==> config.mk <==
export PLATFORM = sky130hd
export DESIGN_NAME = pmic_bridge
export DESIGN_NICKNAME = d
export VERILOG_FILES = /design/src/rtl/pmb_pkg.sv /design/src/rtl/pmb_addr_check.sv /design/src/rtl/pmb_wfifo.sv /design/src/rtl/pmb_slave_model.sv /design/src/rtl/pmic_bridge.sv
export SDC_FILE = /design/constraint.sdc
export NUM_CORES = 1
export LEC_CHECK = 0
export BUFFER_PORTS_ARGS = -buffer_cell sky130_fd_sc_hd__buf_2
export CORE_MARGIN = 5
export CORE_UTILIZATION = 55
export CTS_BUF_LIST = sky130_fd_sc_hd__clkbuf_4 sky130_fd_sc_hd__clkbuf_8
export CTS_CLUSTER_DIAMETER = 60
export DETAILED_ROUTE_END_ITERATION = 16
export PLACE_DENSITY = 0.72
export SLEW_MARGIN = 0
export SYNTH_ARGS = -nofsm -noshare
export SYNTH_HDL_FRONTEND = slang
export SYNTH_SLANG_ARGS = --single-unit
==> constraint.sdc <==
create_clock -name clk -period 3.9 [get_ports clk]
set_clock_uncertainty 0.15 [all_clocks]
set_input_delay 0.39 -clock clk [delete_from_list [all_inputs] [get_ports clk]]
set_output_delay 0.39 -clock clk [all_outputs]
set_load 0.01 [all_outputs]
==> src/rtl/pmb_pkg.sv <==
package pmb_pkg;
    localparam int OFF_W  = 18;
    localparam int DATA_W = 16;
    localparam int ECHO_W = 15;
    localparam int SID_W  = 2;

    typedef enum logic [1:0] {
        MODE_A10  = 2'd0,
        MODE_A12  = 2'd1,
        MODE_A15  = 2'd2,
        MODE_RSVD = 2'd3
    } amode_e;

    typedef enum logic [1:0] {
        ST_IDLE  = 2'd0,
        ST_WRITE = 2'd1,
        ST_READ  = 2'd2
    } eng_st_e;
endpackage

==> src/rtl/pmb_addr_check.sv <==
module pmb_addr_check
    import pmb_pkg::*;
#(
    parameter int IDX_W = 4
) (
    input  logic [OFF_W-1:0] off,
    input  logic [1:0]       mode,
    output logic             ok,
    output logic [SID_W-1:0] sid,
    output logic [IDX_W-1:0] idx
);
    assign idx = off[IDX_W+1:2];

    always_comb begin
        ok  = 1'b0;
        sid = '0;
        unique case (amode_e'(mode))
            MODE_A10: begin
                sid = '0;
                ok  = off < OFF_W'(18'h01000);
            end
            MODE_A12: begin
                sid = off[13:12];
                ok  = (off < OFF_W'(18'h04000)) && (off[13:12] != 2'd3);
            end
            MODE_A15: begin
                sid = off[16:15];
                ok  = (off < OFF_W'(18'h20000)) && (off[16:15] != 2'd3);
            end
            MODE_RSVD: begin
                sid = '0;
                ok  = 1'b0;
            end
        endcase
    end
endmodule

==> src/rtl/pmb_wfifo.sv <==
module pmb_wfifo #(
    parameter int W     = 22,
    parameter int DEPTH = 4
) (
    input  logic                           clk,
    input  logic                           rst_n,
    input  logic                           push,
    input  logic                           pop,
    input  logic [W-1:0]                   din,
    output logic [W-1:0]                   dout,
    output logic                           full,
    output logic                           empty,
    output logic [$clog2(DEPTH+1)-1:0]     count
);
    localparam int PTR_W = (DEPTH > 1) ? $clog2(DEPTH) : 1;
    localparam int CNT_W = $clog2(DEPTH+1);

    logic [W-1:0]     mem [DEPTH];
    logic [PTR_W-1:0] wp, rp;

    assign full  = count == CNT_W'(DEPTH);
    assign empty = count == '0;
    assign dout  = mem[rp];

    always_ff @(posedge clk) begin
        if (push) mem[wp] <= din;
    end

    always_ff @(posedge clk or negedge rst_n) begin
        if (!rst_n) begin
            wp    <= '0;
            rp    <= '0;
            count <= '0;
        end else begin
            if (push) wp <= (wp == PTR_W'(DEPTH-1)) ? '0 : wp + 1'b1;
            if (pop)  rp <= (rp == PTR_W'(DEPTH-1)) ? '0 : rp + 1'b1;
            unique case ({push, pop})
                2'b10:   count <= count + 1'b1;
                2'b01:   count <= count - 1'b1;
                default: count <= count;
            endcase
        end
    end

    // the queue never takes an entry beyond its depth, nor gives one it lacks
    always_comb begin
        if (rst_n) begin
            p_no_overflow_r2:  assert (!(push && full));
            p_no_underflow_r2: assert (!(pop && empty));
        end
    end
endmodule

==> src/rtl/pmb_slave_model.sv <==
module pmb_slave_model
    import pmb_pkg::*;
#(
    parameter int NSLV  = 3,
    parameter int IDX_W = 4
) (
    input  logic              clk,
    input  logic              rst_n,
    input  logic              we,
    input  logic [SID_W-1:0]  wsid,
    input  logic [IDX_W-1:0]  widx,
    input  logic [DATA_W-1:0] wdata,
    input  logic [SID_W-1:0]  rsid,
    input  logic [IDX_W-1:0]  ridx,
    output logic [DATA_W-1:0] rdata
);
    localparam int REGS = 1 << IDX_W;

    logic [NSLV-1:0]   we_vec;
    logic [DATA_W-1:0] slv_rd [NSLV];

    for (genvar g = 0; g < NSLV; g++) begin : g_bank
        logic [DATA_W-1:0] bank [REGS];
        assign we_vec[g] = we && (wsid == SID_W'(g));
        assign slv_rd[g] = bank[ridx];
        always_ff @(posedge clk or negedge rst_n) begin
            if (!rst_n) begin
                for (int i = 0; i < REGS; i++) bank[i] <= '0;
            end else if (we_vec[g]) begin
                bank[widx] <= wdata;
            end
        end
    end

    always_comb begin
        rdata = '0;
        for (int s = 0; s < NSLV; s++)
            if (rsid == SID_W'(s)) rdata = slv_rd[s];
    end

    // one completed write lands in at most one slave
    p_one_bank_r10: assert property (@(posedge clk) disable iff (!rst_n)
        $onehot0(we_vec));
endmodule

==> src/rtl/pmic_bridge.sv <==
module pmic_bridge
    import pmb_pkg::*;
#(
    parameter int FIFO_DEPTH = 4,
    parameter int XFER_CYC   = 4,
    parameter int REG_IDX_W  = 4
) (
    input  logic              clk,
    input  logic              rst_n,
    input  logic [1:0]        mode_sel,
    input  logic              rev_new,
    input  logic              wr_req,
    input  logic [OFF_W-1:0]  wr_off,
    input  logic [DATA_W-1:0] wr_data,
    input  logic              rd_req,
    input  logic [OFF_W-1:0]  rd_off,
    output logic              fifo_full,
    output logic              fifo_empty,
    output logic              rd_busy,
    output logic [31:0]       rd_word,
    output logic              err
);
    localparam int NSLV   = 3;
    localparam int ENT_W  = SID_W + REG_IDX_W + DATA_W;
    localparam int FCNT_W = $clog2(FIFO_DEPTH+1);
    localparam int XCNT_W = $clog2(XFER_CYC+1);

    eng_st_e state, state_nx;

    logic                 wr_ok, rd_ok;
    logic [SID_W-1:0]     wr_sid, rd_sid;
    logic [REG_IDX_W-1:0] wr_idx, rd_idx;
    logic                 push, pop, rd_acc, start_rd, xfer_last;
    logic [ENT_W-1:0]     fifo_dout, cur;
    logic [FCNT_W-1:0]    fcount, ahead;
    logic [XCNT_W-1:0]    cnt;
    logic [ECHO_W-1:0]    echo;
    logic [SID_W-1:0]     rsid_q;
    logic [REG_IDX_W-1:0] ridx_q;
    logic [DATA_W-1:0]    slv_rdata;
    logic                 slv_we;

    pmb_addr_check #(.IDX_W(REG_IDX_W)) u_wchk (
        .off(wr_off), .mode(mode_sel), .ok(wr_ok), .sid(wr_sid), .idx(wr_idx));
    pmb_addr_check #(.IDX_W(REG_IDX_W)) u_rchk (
        .off(rd_off), .mode(mode_sel), .ok(rd_ok), .sid(rd_sid), .idx(rd_idx));

    assign push      = wr_req && wr_ok && !fifo_full;
    assign rd_acc    = rd_req && !rd_busy && rd_ok;
    assign xfer_last = cnt == XCNT_W'(XFER_CYC-1);
    assign start_rd  = (state == ST_IDLE) && rd_busy && (ahead == '0);
    assign pop       = (state == ST_IDLE) && !start_rd && !fifo_empty;
    assign slv_we    = (state == ST_WRITE) && xfer_last;

    pmb_wfifo #(.W(ENT_W), .DEPTH(FIFO_DEPTH)) u_fifo (
        .clk(clk), .rst_n(rst_n), .push(push), .pop(pop),
        .din({wr_sid, wr_idx, wr_data}), .dout(fifo_dout),
        .full(fifo_full), .empty(fifo_empty), .count(fcount));

    pmb_slave_model #(.NSLV(NSLV), .IDX_W(REG_IDX_W)) u_slv (
        .clk(clk), .rst_n(rst_n), .we(slv_we),
        .wsid(cur[ENT_W-1 -: SID_W]), .widx(cur[DATA_W +: REG_IDX_W]),
        .wdata(cur[DATA_W-1:0]), .rsid(rsid_q), .ridx(ridx_q), .rdata(slv_rdata));

    // state register
    always_ff @(posedge clk or negedge rst_n) begin
        if (!rst_n) state <= ST_IDLE;
        else        state <= state_nx;
    end

    always_comb begin
        state_nx = state;
        unique case (state)
            ST_IDLE: begin
                if (start_rd) state_nx = ST_READ;
                else if (pop) state_nx = ST_WRITE;
            end
            ST_WRITE: if (xfer_last) state_nx = ST_IDLE;
            ST_READ:  if (xfer_last) state_nx = ST_IDLE;
        endcase
    end

    // outputs and transfer datapath
    always_ff @(posedge clk or negedge rst_n) begin
        if (!rst_n) begin
            cnt     <= '0;
            cur     <= '0;
            ahead   <= '0;
            rd_busy <= 1'b0;
            echo    <= '0;
            rsid_q  <= '0;
            ridx_q  <= '0;
            rd_word <= '0;
            err     <= 1'b0;
        end else begin
            err <= (wr_req && !wr_ok) || (rd_req && !rd_busy && !rd_ok);
            if (state == ST_IDLE) cnt <= '0;
            else if (!xfer_last)  cnt <= cnt + 1'b1;
            if (pop) cur <= fifo_dout;
            if (rd_acc) begin
                rd_busy <= 1'b1;
                ahead   <= fcount + FCNT_W'(push) - FCNT_W'(pop);
                echo    <= rev_new ? rd_off[16:2] : rd_off[14:0];
                rsid_q  <= rd_sid;
                ridx_q  <= rd_idx;
            end else if (pop && rd_busy) begin
                ahead <= ahead - 1'b1;
            end
            if ((state == ST_READ) && xfer_last) begin
                rd_busy <= 1'b0;
                rd_word <= {1'b0, echo, slv_rdata};
            end
        end
    end

    // the writes a pending read waits for are still in the queue
    p_ahead_in_fifo_r6: assert property (@(posedge clk) disable iff (!rst_n)
        rd_busy |-> (ahead <= fcount));
    // busy only drops at the end of a read transfer
    p_busy_end_r6: assert property (@(posedge clk) disable iff (!rst_n)
        $fell(rd_busy) |-> ($past(state) == ST_READ));
    // a write transfer is not cut short
    p_write_hold_r4: assert property (@(posedge clk) disable iff (!rst_n)
        ((state == ST_WRITE) && !xfer_last) |=> (state == ST_WRITE));
    // a rejected write never grows the queue
    p_reject_no_queue_r9: assert property (@(posedge clk) disable iff (!rst_n)
        (wr_req && !wr_ok) |=> (fcount <= $past(fcount)));
endmodule

==> impl_metrics.csv <==
group,metric,value,unit
clock_network,postCtsResizedCells,0,
routing,drt-initial-drc-count,1944,
clock_network,h-tree-depth,4,
logic_synthesis,synth_top_area_share,50.6,%
grt,grt_pass1_wl,165000,µm
pwr,p_total,31.4,mW
timing,finalCritPeriodShare,85.7,%
routing,wl_met2,50200,µm
place,gp_congestion,0.908,
outcome,status,"finished clean",
clock_network,cts_buffers,155,
logic_synthesis,ys_seq_elements,947,
logic_synthesis,synth_xor_area_share,0.165,%
routing,drc_errors,0,
clock_network,insertion_delay,0.78,ns
routing,wl_met3,6220,µm
routing,m1WireLength,45000,µm
clock_network,cts_tree,"done",
floorplanning,dieArea,0.0830,mm²
logic_synthesis,netlist-cell-type-count,71,
pwr,ir_drop,0.490,mV
place,post_dp_cell_area,0.0441,mm²
timing,maxSlewHeadroom,9.22,%
pwr,p_per_area,655,mW/mm²
routing,totalWireLength,105000,µm
setup_path,crit_start,"cnt[0]",
setup_path,cp_max_fo,16,
logic_synthesis,syn-num-nets,2842,
finish,finalNetCount,3018,
routing,ant_nets,0,
place,dp_cells,3768,
routing,wire_per_inst,25.6,µm
floorplanning,die_h,288,µm
setup_path,cp.arrival,3.84,ns
clock_network,clk_pin_slew_worst_paths,0.06,ns
clock_network,clockRootBuffer,"clkbuf_8",
hold_path,hold_path.startpoint,"mode_sel[1]",
finish,fin_area,0.0479,mm²
logic_synthesis,synth-adder-area-share,0.559,%
timing,max_slew.worst_pin.slew,1.36,ns
logic_synthesis,synth_common_cells,"859 x dfrtp_1, 680 x mux2_2, 162 x mux4_2, 134 x mux2_1, 131 x mux2i_1",
timing,setup_viol,0,
finish,finish.utilization,62.2,%
setup_path,max_stage_delay,0.87,ns
logic_synthesis,ys_warn_count,0,
setup_path,cp-start-kind,"flop",
place,dp_hpwl,67400,µm
grt,grt_max_degree,102,
logic_synthesis,synth_compound_area_share,3.25,%
finish,syn2layout_area_growth,12.7,%
setup_path,worstSetupPathType,"reg2reg",
floorplanning,fp.dieW,288,µm
finish,num-fill-cells,5664,
job,cap_violations,0,
grt,grt_use_total,26.0,%
timing,period_needed,3.34,ns
logic_synthesis,synth.most_common_cell,"dfrtp_1",
logic_synthesis,syn_area_per_cell,15.4,µm²
floorplanning,io_pins,95,
logic_synthesis,synth_async_sr_flop_share,90.7,%
grt,grt_overflow_total,0,
logic_synthesis,synth_area,0.0425,mm²
timing,final_max_slew_viol_count,0,
logic_synthesis,yosysSeqAreaShare,56.8,%
grt,antenna_found_initial,2,
timing,hold_viol,0,
floorplanning,start_util,55.2,%
logic_synthesis,synth-simple-area-share,3.06,%
logic_synthesis,ys.flop_type,"dfrtp_1",
setup_path,end_kind,"flop",
logic_synthesis,yosys.area.top_type,"dfrtp_1",
pwr,power_leakage,23.0,nW
timing,rsz0062_at_grt,"false",
place,place.port_buffers,85,
timing,fin_ws,0.558,ns
logic_synthesis,synth_edf_count,88,
routing,dr.pass1.iters,8,
clock_network,clockBufferDepth,3,
finish,stdcell_count,4097,
setup_path,r2r-start,"cnt[0]",
routing,viasPerCell,6.10,
logic_synthesis,synth_top_family_by_area,"multiplexers",
routing,highest_layer,"met4",
floorplanning,core,0.0771,mm²
setup_path,critPathRequiredTime,4.40,ns
finish,layout-drive-gt1-share,44.0,%
grt,grt_pass1_vias,27300,
floorplanning,num_rows,102,
hold_path,hold_class,"in2reg",
logic_synthesis,synth_mux_area_share,33.2,%
logic_synthesis,synthCells,2766,
routing,vias,25000,
setup_path,crit_slowest_cell,"nand2_1",
place,pre_cts_ws,0.657,ns
setup_path,crit_chain,"ha_1, ha_1, nand2_1, nor3_2, nand2_1, mux2_1",
clock_network,clock_sinks,947,
logic_synthesis,synthTopCellsByArea,"dfrtp_1 51%, mux2_2 18%, mux4_2 8.6%",
timing,max_freq,0.299,GHz
registers in the layout, summed over array words and instances, names as in the netlist, 3 cells and up:
register,count
u_slv.g_bank.bank,768
ridx_q,4
u_fifo.count,3
cnt,3
ahead,3
cur,22
u_fifo.mem,88
rd_word,31
echo,15
stage by stage:
stage,TNS (ns),hold slack [ns]
3_3_place_gp,-0.779,0.312
3_5_place_dp,0,0.324
6_report,0,0.131
2_1_floorplan,0,-0.0556
5_1_grt,0,0.140
4_1_cts,0,0.0581
layout make-up:
class,count,area (µm²),share of cell area (%)
well taps,1040,1300,2.72
clock buffers,236,2940,6.13
inverters,22,82.6,0.172
clock inverters,34,251,0.525
flip-flops and latches,947,24100,50.4
multi-input cells,1567,17100,35.8
repair buffers,249,2030,4.25
diodes,2,5.00,0.0104
final timing paths:
check | to | slack [ns] | cells after the start
max in group asynchronous | u_slv.g_bank[2].bank[233] | 2.29 | 4
setup reg to reg | u_slv.g_bank[0].bank[91] | 0.56 | 6
hold reg to reg | u_slv.g_bank[2].bank[72] | 0.33 | 1
min in group asynchronous | ridx_q[3] | 0.14 | 2
hold / removal | ridx_q[0] | 0.13 | 4
setup / recovery | u_slv.g_bank[0].bank[91] | 0.56 | 6
routing by layer:
metal	vias up	GRT usage, %
met2	781	41.4
met4	0	8.63
met3	177	5.34
li1	10600	-
met1	13400	36.3
met5	-	0
what timing repair did:
item,CTS,global route
hold endpoints to repair,196,0
hold buffers,57,0
setup buffers,0,0
kinds of logic after synthesis:
logic type,Yosys count
mux,1107
flops,947
buf+inv,252
simple gates,238
compound gates,195
fa+ha+maj,18
xor+xnor,8
other cells,1
worst max-delay path: cells and delay by family, from the launching register on:
| family | cells | cell delay (ns) |
|---|---|---|
| adders and majority gates | 2 | 0.32 |
| DFF | 1 | 0.36 |
| muxes | 1 | 0.57 |
| and+or+nand+nor | 3 | 1.79 |
power breakdown:
group,internal [mW],switching (mW)
clock,4.97,3.86
sequential,11.8,1.47
combinational,4.01,5.33
total,20.7,10.7
cells in the final DEF (no fill, tap or decap), types with 18 or more instances in the layout:
master and n:
dfrtp_1 856, nand2_1 65, a21oi_1 34, buf_12 18
buf_2 84, clkbuf_8 186, mux4_2 162, buf_4 89
o22ai_1 19, a22oi_1 39, edfxtp_1 88, clkbuf_4 50
dlygate4sd3_1 57, nand2_2 19, mux2_1 134, mux2_2 680
mux2i_1 131, nor2_1 44, inv_1 20
Power figures use the tool's default switching activity.
